--- config.mk ---
export PLATFORM = sky130hd
export DESIGN_NAME = gp_alu
export DESIGN_NICKNAME = d
export VERILOG_FILES = /design/src/rtl/gp_alu.sv
export SDC_FILE = /design/constraint.sdc
export NUM_CORES = 1
export LEC_CHECK = 0
export ABC_AREA = 1
export CAP_MARGIN = 20
export CORE_MARGIN = 2
export CORE_UTILIZATION = 40
export DETAILED_ROUTE_END_ITERATION = 8
export PLACE_DENSITY = 0.74
export SLEW_MARGIN = 20
export SYNTH_ARGS = -nofsm -noshare
export SYNTH_HDL_FRONTEND = slang
export SYNTH_SLANG_ARGS = --single-unit
--- constraint.sdc ---
create_clock -name vclk -period 2.4
set_clock_uncertainty 0.1 [all_clocks]
set_input_delay 0.36 -clock vclk [all_inputs]
set_output_delay 0.36 -clock vclk [all_outputs]
set_load 0.005 [all_outputs]
--- src/rtl/gp_alu.sv ---
module gp_alu #(
  parameter int W = 8
) (
  input  logic [W-1:0] a,
  input  logic [W-1:0] b,
  input  logic [3:0]   gen_ctl,
  input  logic [3:0]   prop_ctl,
  input  logic         cin,
  input  logic         rsh,
  input  logic         sin,
  output logic [W-1:0] q,
  output logic         cout,
  output logic         zero
);
  logic [W-1:0] g_lu, p_lu, g, p;
  logic [W:0]   c;

  genvar i;
  generate
    for (i = 0; i < W; i++) begin : g_bit
      assign g_lu[i]  = gen_ctl[{b[i], a[i]}];
      assign p_lu[i]  = prop_ctl[{b[i], a[i]}];
      assign c[i+1]   = g[i] | (p[i] & c[i]);
      assign q[i]     = (p[i] & ~g[i]) ^ c[i];
    end
  endgenerate

  assign p    = rsh ? {sin, p_lu[W-1:1]} : p_lu;
  assign g    = rsh ? '0 : g_lu;
  assign c[0] = cin & ~rsh;
  assign cout = rsh ? p_lu[0] : c[W];
  assign zero = ~|q;
endmodule

; ---- After elaboration in Yosys (flattened, before gate mapping)
; Cells that the tools add are included.
[op_classes]
n_lt_le_gt_ge = 8
muxes = 35
bitwise = 42
reduce_logical = 2
[ops]
columns = cell, n
row1 = $bmux 1 s2, 16
row2 = $lt 2x3->1 const B, 8
row3 = $and 1x1->1, 17
row4 = $mux 1, 17
row5 = $mux 8, 2
row6 = $not 1->1, 9
row7 = $or 1x1->1, 8
row8 = $reduce_or 8->1, 1
row9 = $xor 1x1->1, 8
row10 = $logic_not 1->1, 1
[word_totals]
ff_bits = 0
inputBits = 27
out_inout_bits = 10

; ---- Logic depth before layout (Yosys ltp)
[logic_depth]
ltp_word = 20
ltp_mapped = 20
depth_no_buf = 20

; ---- Least setup slack after synthesis
; Ideal clock, no wire load.
[synth_timing]
path_type = input -> output
from = in prop_ctl[1]
to = out zero
t_arrival_ps = 1655
required_ps = 1940
slack_ps = 285
path_stages = 20
path_buffers = 1
cell_sequence = buf_4 -> nand2_1 -> nand3_2 -> nand3_1 -> nand2_2 -> nand2_2 -> nand2_2 -> nand2_2 -> nand2_2 -> nand2_2 -> nand2_2 -> nand2_2 -> nand2_2 -> nand2_2 -> nand2_2 -> nand2_2 -> nand2_2 -> nand2_2 -> nand2_2 -> nor2_2
[synth_via]
elab_chain_len = 20
word_cells_on_any_way = 49
[synth_rtl]
columns = element, line
row1 = start: declaration, 7  ; input logic [3:0] prop_ctl,
row2 = $bmux 1 s2, 22  ; assign p_lu[i] = prop_ctl[{b[i], a[i]}];
row3 = $mux 1 (not written as such), 22
row4 = $mux 8 *, 28  ; assign p = rsh ? {sin, p_lu[W-1:1]} : p_lu;
row5 = $and 1x1->1, 23  ; assign c[i+1] = g[i] | (p[i] & c[i]);
row6 = $or 1x1->1, 23
row7 = $and 1x1->1, 23
row8 = $or 1x1->1, 23
row9 = $and 1x1->1, 23
row10 = [5 not listed], --
row11 = $and 1x1->1, 23
row12 = $or 1x1->1, 23
row13 = $and 1x1->1, 23
row14 = $or 1x1->1, 23
row15 = $xor 1x1->1 *, 24  ; assign q[i] = (p[i] & ~g[i]) ^ c[i];
row16 = named net q[7], 11  ; output logic [W-1:0] q,
row17 = $reduce_or 8->1 *, 32  ; assign zero = ~|q;
row18 = $logic_not 1->1 *, 32
row19 = end: declaration, 13  ; output logic zero
; The timed path passes the listed nets; every way through them passes the cells marked *. The select of a mux whose other input is x is not followed.

; ---- Worst setup path in the final report
[layout_timing]
from = in prop_ctl[2]
to = out zero
[layout_via]
elab_chain_len = 20
word_cells_on_any_way = 49
[layout_rtl]
columns = element, line
row1 = $bmux 1 s2, 22
row2 = $mux 1 (not written as such), 22
row3 = $mux 8 *, 28
row4 = $and 1x1->1, 23
row5 = $or 1x1->1, 23
row6 = $and 1x1->1, 23
row7 = $or 1x1->1, 23
row8 = $and 1x1->1, 23
row9 = [4 not listed], --
row10 = $or 1x1->1, 23
row11 = $and 1x1->1, 23
row12 = $or 1x1->1, 23
row13 = $and 1x1->1, 23
row14 = $or 1x1->1, 23
row15 = $xor 1x1->1, 24
row16 = $reduce_or 8->1 *, 32
row17 = $logic_not 1->1 *, 32
; Every way passes the cells marked *; elsewhere a longest branch is shown, timed or not. The select of a mux whose other input is x is not followed.

==> flow_summary.toml <==
[synth]
synthTopCellsByArea = "nand2_1 (19%), nand2_2 (12%), a21oi_1 (8.8%), nand3_2 (8.3%), inv_1 (7.8%)"
yosysUniqueCellTypes = 26
yosysMostFrequentCell = "nand2_1"
ys_warn_count = 0
netlist_instances = 183
synthesis.nets = 210
yosys.area.top_type_share_pct = 19.07
netlist_area_um2 = 964.7
synth_seq_area_share_pct = 0
yosysTopAreaCell = "nand2_1"
avgSynthCellArea_um2 = 5.271
yosys-top-cells-count = "nand2_1 (49), inv_1 (20), nand2_2 (18)"

[cells_and_area]
final_net_count = 289
syn_to_final_growth_pct = 88.85
finish.instance_area_mm2 = 0.001822
clkbuf_count = 0
diodes = 0
final_layout_size_suffix_gt1_share_pct = 55.00
seq_cell_count = 0
seq_area_um2 = 0

[run]
maxCapViolCount = 0

[floorplan]
start_util_pct = 42.79
dieHeight_um = 53.11
ios = 37
placementRows = 17
die_width_um = 53.11
die-area_mm2 = 0.002821
coreArea_mm2 = 0.002255

[setup_path]
critPathLaunchType = "input pin"
worstSetupEndpointType = "primary output"
path_max_fanout = 3
crit_arrival_ns = 2.02
critPathKind = "input pin to primary output"
crit_required_ns = 1.94

[hold_path]
whs_path_depth = 5
hp-class = "input pin to primary output"

[sta]
setup_slack_ns = -0.07541
maxSlewHeadroom_pct = 79.44
post-route-min-period_ns = 2.475
period_share_pct = 103.1
fmax_mhz = 404.0
rsz0062_at_grt = "true"
worst_pin_slew_ns = 0.3052
hold_viol = 0
holdWs_ns = 1.239
setup_violations = 2
finalMaxSlewViolations = 0

[global_routing]
grt_pass1_vias = 1608
overflow = 0
antenna_found_initial = 0
grt_pass1_wl_um = 6499
grt_max_degree = 9
grt_usage_pct = 30.12

[place]
gp_congestion = 0.9394
port_buffers = 37
placed_cell_area_mm2 = 0.001587
hpwl_um = 2816

[route]
dr.pass1.iters = 4
vias_per_cell = 5.510
detailedRoute.firstIterationViolations = 37
wire_per_inst_um = 14.63
routed_wl_um = 4213
route.detailed.drc = 0
via_count = 1587
drtAntennaViolNets = 0

[outcome]
status = "finished, violations left"
violations = "setup timing"

[power_and_ir_drop]
ir_worst_vdd_v = 0.0001651
power.density_mw_per_mm2 = 266.5
power_leakage_nw = 0.9351
cells in the final DEF, fill, tap and decap left out, types with 2 or more instances in the layout:
cell             Yosys  layout
xnor2_2              0       2
nand2_4              0       4
nand4_1              2       2
nor2_1              11      10
inv_1               20      14
a32o_1               3       2
inv_4                0       3
o21ai_2              1       3
buf_4                4      38
o211ai_1             4       4
o21ai_0             15      10
nand3_2              8      12
a21oi_2              0       3
buf_8                0       2
buf_2                1      12
inv_2                5       6
nand3_1             10       4
buf_6                1      15
nand2_2             18      27
dlygate4sd2_1        0       5
clkbuf_2             0       2
clkdlybuf4s50_1      0       5
nand2_1             49      36
o21ai_1              3       6
xor2_2               0       2
nand3_4              0       2
a21oi_1             17      14
per-layer routing:
layer,vias to the layer above,global-route usage (%),routed length [um]
li1,760,-,-
met1,725,34.58,1594
met2,82,57.92,2204
met3,20,1.695,230
met4,0,10.26,183
met5,-,0,0
worst max-delay path, stage by stage:
cell,delay [ns]
buf_8,0.10
buf_6,0.12
nand2_4,0.05
nand3_2,0.08
nand3_2,0.09
nand2_2,0.07
nand2_2,0.07
nand2_2,0.06
nand2_2,0.07
nand2_2,0.06
nand2_2,0.07
nand2_2,0.06
nand2_2,0.09
nand2_2,0.07
nand2_2,0.07
nand2_2,0.07
nand2_2,0.08
nand2_2,0.06
nand2_2,0.06
nand2_2,0.05
nor2_2,0.09
buf_2,0.12
final cells by class:
type	count	area (um^2)
fill	160	432.9
inverter	25	113.9
multi-input combinational	152	983.4
tap	28	35.03
timing repair buffer	83	689.4
power breakdown:
part	total [mW]	internal, mW	switching, mW
combinational	0.485	0.246	0.239
clock	0	0	0
sequential	0	0	0
total	0.485	0.246	0.239
timing repair:
action	4_1_cts	5_1_grt
resized for setup	144	45
endpoints found under the setup margin	10	8
cloned	0	0
pin swaps	33	14
setup buffers	8	4
hold buffers	0	0
stage by stage:
stage	setup TNS, ns	instances	setup WS [ns]	util (%)	power [mW]
2_1_floorplan	0	183	0.2848	-	0.1936
3_3_place_gp	-5.731	277	-0.8441	70.37	0.4046
3_5_place_dp	-6.204	277	-0.9184	70.37	0.4154
4_1_cts	-0.04198	285	-0.04198	75.36	0.4448
5_1_grt	-0.6250	288	-0.2478	80.80	0.5250
6_report	-0.08482	288	-0.07541	80.80	0.4855
kinds of logic (layout without fill, tap and decap cells):
| group | count (synthesis) | count (layout) | share of synthesized area (%) |
|---|---|---|---|
| simple gates | 100 | 100 | 51.23 |
| compound gates | 47 | 47 | 29.57 |
| buf+inv | 31 | 108 | 14.53 |
| xor+xnor | 4 | 4 | 3.632 |
| mux | 1 | 1 | 1.038 |
worst paths after layout:
path   startpoint    to  slack [ns]
max   prop_ctl[2]  zero       -0.08
min    gen_ctl[0]  cout        1.24
No activity file was read; power rests on OpenSTA's default activity.
